### src/rtl/rail_seq_pkg.sv
package rail_seq_pkg;

   typedef enum logic [1:0] {
      LIM_OFF  = 2'b00,
      LIM_LOW  = 2'b01,
      LIM_MID  = 2'b10,
      LIM_FULL = 2'b11
   } lim_e;

   typedef enum logic [1:0] {
      ST_OFF  = 2'd0,
      ST_RAMP = 2'd1,
      ST_HOLD = 2'd2,
      ST_RUN  = 2'd3
   } stage_e;

   typedef struct packed {
      lim_e pos_sw;
      lim_e neg_sw;
      lim_e ldo;
      logic ldo_en;
   } drive_t;

   // flag positions inside the synchroniser bus
   localparam int FI_EN    = 0;
   localparam int FI_VRISE = 1;
   localparam int FI_VFALL = 2;
   localparam int FI_TTRIP = 3;
   localparam int FI_TCLR  = 4;
   localparam int FI_NST   = 5;
   localparam int FI_NGD   = 6;
   localparam int FI_PGD   = 7;
   localparam int FLAG_N   = FI_PGD + 1;

   function automatic drive_t stage_drive(stage_e s);
      drive_t d;
      case (s)
         ST_RAMP: d = '{pos_sw: LIM_LOW,  neg_sw: LIM_LOW,  ldo: LIM_OFF,  ldo_en: 1'b0};
         ST_HOLD: d = '{pos_sw: LIM_MID,  neg_sw: LIM_MID,  ldo: LIM_MID,  ldo_en: 1'b1};
         ST_RUN:  d = '{pos_sw: LIM_FULL, neg_sw: LIM_FULL, ldo: LIM_FULL, ldo_en: 1'b1};
         default: d = '{pos_sw: LIM_OFF,  neg_sw: LIM_OFF,  ldo: LIM_OFF,  ldo_en: 1'b0};
      endcase
      return d;
   endfunction

endpackage

### src/rtl/rail_flag_sync.sv
module rail_flag_sync #(
   parameter int WIDTH  = 8,
   parameter int STAGES = 2
) (
   input  logic             clk,
   input  logic             rst_n,
   input  logic [WIDTH-1:0] d_i,
   output logic [WIDTH-1:0] q_o
);

   if (WIDTH < 1) begin : g_bad_width
      $error("rail_flag_sync: WIDTH must be at least 1");
   end
   if (STAGES < 0 || STAGES > 4) begin : g_bad_stages
      $error("rail_flag_sync: STAGES must lie in 0..4");
   end

   if (STAGES == 0) begin : g_bypass
      assign q_o = d_i;
   end else begin : g_chain
      logic [WIDTH-1:0] pipe [STAGES];
      always_ff @(posedge clk or negedge rst_n) begin
         if (!rst_n) begin
            for (int i = 0; i < STAGES; i++) pipe[i] <= '0;
         end else begin
            pipe[0] <= d_i;
            for (int i = 1; i < STAGES; i++) pipe[i] <= pipe[i-1];
         end
      end
      assign q_o = pipe[STAGES-1];
   end

endmodule

### src/rtl/rail_hyst_latch.sv
module rail_hyst_latch #(
   parameter bit RESET_VAL = 1'b0
) (
   input  logic clk,
   input  logic rst_n,
   input  logic set_i,
   input  logic clr_i,
   output logic q_o
);

   always_ff @(posedge clk or negedge rst_n) begin
      if (!rst_n)     q_o <= RESET_VAL;
      else if (set_i) q_o <= 1'b1;
      else if (clr_i) q_o <= 1'b0;
   end

   AST_HYST_SET: assert property (@(posedge clk) disable iff (!rst_n)
      set_i |=> q_o);
   AST_HYST_CLEAR: assert property (@(posedge clk) disable iff (!rst_n)
      (clr_i && !set_i) |=> !q_o);
   AST_HYST_HOLD: assert property (@(posedge clk) disable iff (!rst_n)
      (!set_i && !clr_i) |=> $stable(q_o));

endmodule

### src/rtl/rail_seq_fsm.sv
module rail_seq_fsm
   import rail_seq_pkg::*;
#(
   parameter bit REG_OUT = 1'b1
) (
   input  logic   clk,
   input  logic   rst_n,
   input  logic   en_i,
   input  logic   lock_i,
   input  logic   hot_i,
   input  logic   neg_start_i,
   input  logic   neg_good_i,
   input  logic   pos_good_i,
   output drive_t drv_o
);

   stage_e st, nxt;
   logic   force_off;
   logic   rails_good;

   assign force_off  = !en_i || lock_i || hot_i;
   assign rails_good = pos_good_i && neg_good_i;

   always_comb begin
      nxt = st;
      if (force_off) begin
         nxt = ST_OFF;
      end else begin
         case (st)
            ST_OFF:  nxt = ST_RAMP;
            ST_RAMP: nxt = neg_start_i ? ST_HOLD : ST_RAMP;
            ST_HOLD: nxt = !neg_start_i ? ST_RAMP : (rails_good ? ST_RUN : ST_HOLD);
            ST_RUN:  nxt = !neg_start_i ? ST_RAMP : (rails_good ? ST_RUN : ST_HOLD);
            default: nxt = ST_OFF;
         endcase
      end
   end

   always_ff @(posedge clk or negedge rst_n) begin
      if (!rst_n) st <= ST_OFF;
      else        st <= nxt;
   end

   if (REG_OUT) begin : g_reg_out
      drive_t drv_q;
      always_ff @(posedge clk or negedge rst_n) begin
         if (!rst_n) drv_q <= stage_drive(ST_OFF);
         else        drv_q <= stage_drive(nxt);
      end
      assign drv_o = drv_q;
   end else begin : g_comb_out
      assign drv_o = stage_drive(st);
   end

   AST_FORCE_OFF: assert property (@(posedge clk) disable iff (!rst_n)
      force_off |=> (st == ST_OFF));
   AST_HOLD_ENTRY: assert property (@(posedge clk) disable iff (!rst_n)
      (st == ST_HOLD && $past(st) != ST_HOLD) |-> $past(neg_start_i));
   AST_RUN_ENTRY: assert property (@(posedge clk) disable iff (!rst_n)
      $rose(st == ST_RUN) |-> $past(rails_good));
   AST_SHORT_RETREAT: assert property (@(posedge clk) disable iff (!rst_n)
      (st == ST_HOLD && !neg_start_i && !force_off) |=> (st == ST_RAMP));
   AST_RUN_FALLBACK: assert property (@(posedge clk) disable iff (!rst_n)
      (st == ST_RUN && neg_start_i && !rails_good && !force_off) |=> (st == ST_HOLD));
   AST_OFF_QUIET: assert property (@(posedge clk) disable iff (!rst_n)
      (st == ST_OFF) |-> (drv_o.ldo_en == 1'b0 || $past(st) != ST_OFF));

endmodule

### src/rtl/dual_rail_softstart_seq.sv
module dual_rail_softstart_seq
   import rail_seq_pkg::*;
#(
   parameter int SYNC_STAGES = 2,
   parameter bit REG_OUT     = 1'b1
) (
   input  logic       clk,
   input  logic       rst_n,
   input  logic       en_i,
   input  logic       vin_rise_ok_i,
   input  logic       vin_fall_ok_i,
   input  logic       temp_trip_i,
   input  logic       temp_clear_i,
   input  logic       neg_start_i,
   input  logic       neg_good_i,
   input  logic       pos_good_i,
   output logic [1:0] pos_sw_lim_o,
   output logic [1:0] neg_sw_lim_o,
   output logic [1:0] ldo_lim_o,
   output logic       ldo_en_o
);

   if (SYNC_STAGES < 0 || SYNC_STAGES > 4) begin : g_bad_sync
      $error("dual_rail_softstart_seq: SYNC_STAGES must lie in 0..4");
   end

   logic [FLAG_N-1:0] raw_flags, flags_s;
   logic              lockout, overtemp;
   drive_t            drv;

   always_comb begin
      raw_flags           = '0;
      raw_flags[FI_EN]    = en_i;
      raw_flags[FI_VRISE] = vin_rise_ok_i;
      raw_flags[FI_VFALL] = vin_fall_ok_i;
      raw_flags[FI_TTRIP] = temp_trip_i;
      raw_flags[FI_TCLR]  = temp_clear_i;
      raw_flags[FI_NST]   = neg_start_i;
      raw_flags[FI_NGD]   = neg_good_i;
      raw_flags[FI_PGD]   = pos_good_i;
   end

   rail_flag_sync #(.WIDTH(FLAG_N), .STAGES(SYNC_STAGES)) u_sync (
      .clk   (clk),
      .rst_n (rst_n),
      .d_i   (raw_flags),
      .q_o   (flags_s)
   );

   // lockout engaged out of reset; set below falling threshold, cleared above rising one
   rail_hyst_latch #(.RESET_VAL(1'b1)) u_uvlo (
      .clk   (clk),
      .rst_n (rst_n),
      .set_i (!flags_s[FI_VFALL]),
      .clr_i (flags_s[FI_VRISE]),
      .q_o   (lockout)
   );

   rail_hyst_latch #(.RESET_VAL(1'b0)) u_thermal (
      .clk   (clk),
      .rst_n (rst_n),
      .set_i (flags_s[FI_TTRIP]),
      .clr_i (flags_s[FI_TCLR]),
      .q_o   (overtemp)
   );

   rail_seq_fsm #(.REG_OUT(REG_OUT)) u_fsm (
      .clk         (clk),
      .rst_n       (rst_n),
      .en_i        (flags_s[FI_EN]),
      .lock_i      (lockout),
      .hot_i       (overtemp),
      .neg_start_i (flags_s[FI_NST]),
      .neg_good_i  (flags_s[FI_NGD]),
      .pos_good_i  (flags_s[FI_PGD]),
      .drv_o       (drv)
   );

   assign pos_sw_lim_o = drv.pos_sw;
   assign neg_sw_lim_o = drv.neg_sw;
   assign ldo_lim_o    = drv.ldo;
   assign ldo_en_o     = drv.ldo_en;

   AST_LDO_NEEDS_SWITCH: assert property (@(posedge clk) disable iff (!rst_n)
      ldo_en_o |-> (pos_sw_lim_o >= LIM_MID && neg_sw_lim_o >= LIM_MID));
   AST_LOCK_BLOCKS: assert property (@(posedge clk) disable iff (!rst_n)
      lockout |=> (ldo_en_o == 1'b0 && pos_sw_lim_o == LIM_OFF));

endmodule

### config.mk
export PLATFORM = sky130hd
export DESIGN_NAME = dual_rail_softstart_seq
export DESIGN_NICKNAME = d
export VERILOG_FILES = /design/src/rtl/rail_seq_pkg.sv /design/src/rtl/rail_flag_sync.sv /design/src/rtl/rail_hyst_latch.sv /design/src/rtl/rail_seq_fsm.sv /design/src/rtl/dual_rail_softstart_seq.sv
export SDC_FILE = /design/constraint.sdc
export NUM_CORES = 1
export LEC_CHECK = 0
export BUFFER_PORTS_ARGS = -buffer_cell sky130_fd_sc_hd__buf_2
export CORE_MARGIN = 2
export CORE_UTILIZATION = 45
export DETAILED_ROUTE_END_ITERATION = 16
export PLACE_DENSITY = 0.73
export SYNTH_ARGS = -nofsm -noshare
export SYNTH_HDL_FRONTEND = slang
export SYNTH_SLANG_ARGS = --single-unit
### constraint.sdc
create_clock -name clk -period 2.2 [get_ports clk]
set_input_delay 0.44 -clock clk [delete_from_list [all_inputs] [get_ports clk]]
set_output_delay 0.44 -clock clk [all_outputs]
set_load 0.005 [all_outputs]
* After elaboration in Yosys (flattened, before gate mapping) *
Cells that the tools add are included.

cells by class
  equal/unequal tests = 7
  muxes and demuxes = 10
  reductions and logical operators = 7

operators by type and width
  operator                                                                number
  7-bit case mux with 3 select lines                                      1
  2-bit equality test (second input constant)                             4
  2-bit 2-to-1 mux                                                        3
  2-bit case mux with 3 select lines                                      1
  1-bit 2-to-1 mux                                                        5
  2-bit by 1-bit equality test with 1-bit output (second input constant)  2
  2-bit logical NOT                                                       1
  1-bit logical OR                                                        2
  2-bit inequality test (second input constant)                           1
  2-bit nonzero test                                                      1
  2-bit OR reduction                                                      1
  1-bit logical AND                                                       1
  1-bit logical NOT                                                       1

word-level totals
  register bits after elaboration = 27
  logic and storage cells = 33

* Longest topological paths before layout *
  depth after elaboration = 7
  gate-level depth with buffers = 2
  mapped depth without buffers = 2

* Modules after synthesis *
Synthesis repeated with hierarchy kept, for this count alone.

second synthesis, totals
  cell total of the unflattened synthesis = 49
  area, all modules = 739.5 um^2

by module, submodules not included
  module                        instances  cells each  area each (um^2)
  rail_flag_sync                1          24          460.4
  rail_seq_fsm                  1          18          201.4
  rail_hyst_latch at u_uvlo     1          3           37.5
  rail_hyst_latch at u_thermal  1          3           36.3
  dual_rail_softstart_seq       1          1           3.8

* Worst setup path before layout *
OpenSTA, ideal clock, no wires.

  path kind = reg-to-reg
  start point = register u_uvlo.q_o
  end point = register u_fsm.g_reg_out.drv_q (netlist bit u_fsm.drv_o[1])
  library setup time = 80 ps
  arrival = 905 ps
  slack = 1215 ps
  stages on the path, launching flop included = 3
  clock period less this slack = 985 ps
  cells stage by stage = dfstp_2 > or3b_4 > nor3_2

between the ends
  word-level cells in the longest chain between the ends = 5
  elaborated cells on any way between the ends = 7

RTL lines
  element                                                                                       line                   RTL
  start: declaration                                                                            rail_hyst_latch.sv:8   output logic q_o
  start signal: assignment                                                                      rail_hyst_latch.sv:12  if (!rst_n) q_o <= RESET_VAL;
  start signal: assignment                                                                      rail_hyst_latch.sv:13  else if (set_i) q_o <= 1'b1;
  start signal: assignment                                                                      rail_hyst_latch.sv:14  else if (clr_i) q_o <= 1'b0;
  1-bit logical OR * (2 in a row)                                                               rail_seq_fsm.sv:21     assign force_off = !en_i || lock_i || hot_i;
  2-bit 2-to-1 mux *                                                                            rail_seq_fsm.sv:26     if (force_off) begin
  2-bit equality test / 2-bit by 1-bit equality test with 1-bit output (equally long branches)  rail_seq_pkg.sv:37     case (s)
  7-bit case mux with 3 select lines *                                                          rail_seq_pkg.sv:37
  end signal: assignment                                                                        rail_seq_fsm.sv:47     if (!rst_n) drv_q <= stage_drive(ST_OFF);
  end signal: assignment                                                                        rail_seq_fsm.sv:48     else drv_q <= stage_drive(nxt);
  end: declaration                                                                              rail_seq_fsm.sv:45     drive_t drv_q;

Every way passes the cells marked *; elsewhere a longest branch is shown, timed or not.
A chain may end at the register's enable or synchronous reset.

* Final worst setup path *
  start point = register u_fsm.g_reg_out.drv_q (netlist bit u_fsm.drv_o[3])
  end point = output neg_sw_lim_o[0]

RTL lines
  element           line                           RTL
  end: declaration  dual_rail_softstart_seq.sv:18  output logic [1:0] neg_sw_lim_o,

No word-level cell between the ends.

==> metrics.csv <==
stage,metric,value,unit
finish,fin_area,758.2,µm²
yosys,syn_nets,49,
yosys,synth_compound_area_share,4.545,%
yosys,synth_cell_types,12,
yosys,synth_mux_area_share,0,%
worst_setup_path,worstPathCellList,buf_2,
finish,drive_gt1_share,42.59,%
clocking,post_cts_buffers,0,
timing,fin_crit,1.295,ns
worst_setup_path,crit_path_end_kind,primary output,
die,ios,17,
timing,fin_crit_sh,58.86,%
grt,grt_pass1_wl,1283,µm
route,avgRoutedWirePerCell,10.59,µm
clocking,clk_latency,0.30,ns
die,rows,13,
job,maxCapViolCount,0,
clocking,clk_path_buf_depth,2,
die,die_w,42.32,µm
yosys,yosysSeqAreaShare,83.52,%
worst_setup_path,required,1.76,ns
finish,n_antenna_cell,0,
yosys,synth_area_leaders,"dfrtp_1 (80%), buf_4 (5.7%), dfstp_2 (4.0%), or3b_4 (1.7%), nor3_2 (1.5%)",
die,die_h,42.32,µm
worst_setup_path,arrival,0.85,ns
clocking,cts.hold.buffers_added,0,
yosys,synthTopCellsByCount,"dfrtp_1 (21), buf_4 (5), inv_1 (2), nor2_1 (2), o21ai_0 (2)",
timing,timing.fmax,772.3,MHz
timing,setup-tns-final,0,ns
yosys,synth-adder-area-share,0,%
route,drt_iter0_markers,2,
worst_setup_path,slowest_stage,dfrtp_1,
clocking,cts_tree,built,
yosys,synth_edf_count,0,
grt,grt_max_degree,23,
finish,syn_to_final_growth,14.77,%
grt,track_usage,10.21,%
timing,slew_viol_final,0,
clocking,cts_resized,0,
clocking,htree_num_levels,1,
yosys,synth_top_area_cell,dfrtp_1,
yosys,syn_inst,39,
die,coreArea,1334,µm²
yosys,synth_area,660.6,µm²
timing,setup_viol,0,
yosys,yosysMostFrequentCell,dfrtp_1,
route,ant_nets,0,
placement,post-dp-hpwl,526.2,µm
timing,finalHoldViolCount,0,
die,fp.dieArea,1791,µm²
clocking,cts_buffers,3,
route,routed_wl,731,µm
worst_setup_path,cpPeakStageDelay,0.42,ns
timing,hold_slack,0.06493,ns
yosys,yosys.area_share.simple,5.114,%
worst_setup_path,path_max_fanout,4,
yosys,synth_top_family_by_area,buffers and inverters,
timing,worstMarginPinSlew,0.4427,ns
worst_setup_path,crit_buf_inv,1,
power_and_ir_drop,pwr_density_cell,871.2,nW/µm²
clocking,cts_root_buffer,clkbuf_4,
route,drc_errors,0,
worst_setup_path,critical_path.top_delay_family,flip-flops,
grt,overflow,0,
yosys,synth_top_area_share,79.55,%
die,initial_core_util,49.53,%
worst_setup_path,cp-start-kind,flip-flop,
timing,finalClockSkew,0.003719,ns
placement,place_area,721.9,µm²
clocking,cts_sinks,22,
yosys,synthArstFlopShare,100.0,%
placement,placed_cells,65,
power_and_ir_drop,ir_drop,466.8,µV
placement,place_congestion,0.6340,
worst_setup_path,crit_type,reg -> out,
yosys,ys_ff_latch,22,
hold_path,hold_class,in -> async,
timing,rsz0062_at_grt,no,
grt,antenna_found_initial,0,
yosys,ys_warn_count,0,
run_status,run_status,"finished, final reports clean",
finish,stdcell_count,69,
yosys,synthXorXnorAreaFrac,0,%
clocking,cts.clk_slew.worst_paths,0.11,ns
route,via_per_inst,4.522,
route,dr.pass1.iters,3,
grt,grt_pass1_vias,301,
finish,fin_util,56.85,%
timing,relSlewSlack,70.49,%
placement,portBuffers,16,
route,via_count,312,
power_and_ir_drop,leakagePower,0.3874,nW
yosys,ys.flop_type,dfrtp_1,
yosys,synth_area_per_cell,16.94,µm²
finish,nets,65,
cell usage in the layout (no fill, tap or decap):
cell,netlist,final
nand3_1,1,1
nor2_1,2,2
dfstp_2,1,1
o21ai_0,2,2
nor3_2,1,1
or3b_4,1,1
inv_1,2,2
buf_2,0,16
clkbuf_8,0,1
a21oi_1,1,1
dfrtp_1,21,21
clkbuf_4,0,3
a21o_1,1,1
o21a_1,1,1
registers in the layout (all words and copies together) (netlist names):
| name | count |
|---|---|
| u_fsm.st | 1 |
| u_fsm.drv_o | 3 |
| u_thermal.q_o | 1 |
| u_sync.g_chain.pipe | 8 |
| u_uvlo.q_o | 1 |
| u_sync.q_o | 8 |
final cells by class:
| type | instances | area [µm²] |
|---|---|---|
| clock buffers | 4 | 36.28 |
| well taps | 15 | 18.77 |
| flip-flops and latches | 22 | 551.8 |
| inverters | 2 | 7.507 |
| multi-input cells | 10 | 63.81 |
| fillers | 115 | 575.6 |
| repair buffers | 16 | 80.08 |
final timing paths:
kind / depth (start not counted) / end / slack, ns / startpoint
max in group asynchronous: 1 / u_uvlo.q_o / 1.80 / rst_n
min in group clk: 1 / u_sync.g_chain.pipe[13] / 0.24 / neg_start_i
setup reg to reg: 2 / u_fsm.drv_o[1] / 1.17 / u_uvlo.q_o
hold / removal: 1 / u_fsm.drv_o[2] / 0.06 / rst_n
setup / recovery: 1 / neg_sw_lim_o[0] / 0.91 / u_fsm.drv_o[3]
hold reg to reg: 0 / u_sync.q_o[5] / 0.36 / u_sync.g_chain.pipe[13]
layer usage:
metal	part of all wire, %	routed length, µm	vias up	track usage (%)
met3	7.9	58	2	3.879
met1	44	325	146	12.06
met2	47	342	16	15.08
met5	0	0	-	0
met4	0.55	4	0	7.500
li1	-	-	148	-
report_power, final:
part / total, mW / leakage (nW) / switching, mW / internal (mW)
combinational: 0.0202 / 0.103 / 0.0112 / 0.00903
clock: 0.212 / 0.0210 / 0.111 / 0.101
sequential: 0.428 / 0.263 / 0.00551 / 0.423
per-stage QoR:
| step | setup slack, ns | power [mW] |
|---|---|---|
| global placement | 1.206 | 0.4560 |
| floorplan | 1.215 | 0.4411 |
| finish | 0.9051 | 0.6606 |
| CTS | 0.8785 | 0.6695 |
| global route | 0.8471 | 0.6922 |
| detailed placement | 1.177 | 0.4580 |
cells by family after synthesis:
| logic type | after synthesis |
|---|---|
| DFF | 22 |
| and+or+nand+nor | 5 |
| buffers and inverters | 7 |
| AOI/OAI and AO/OA | 5 |
Power figures use the tool's default switching activity.
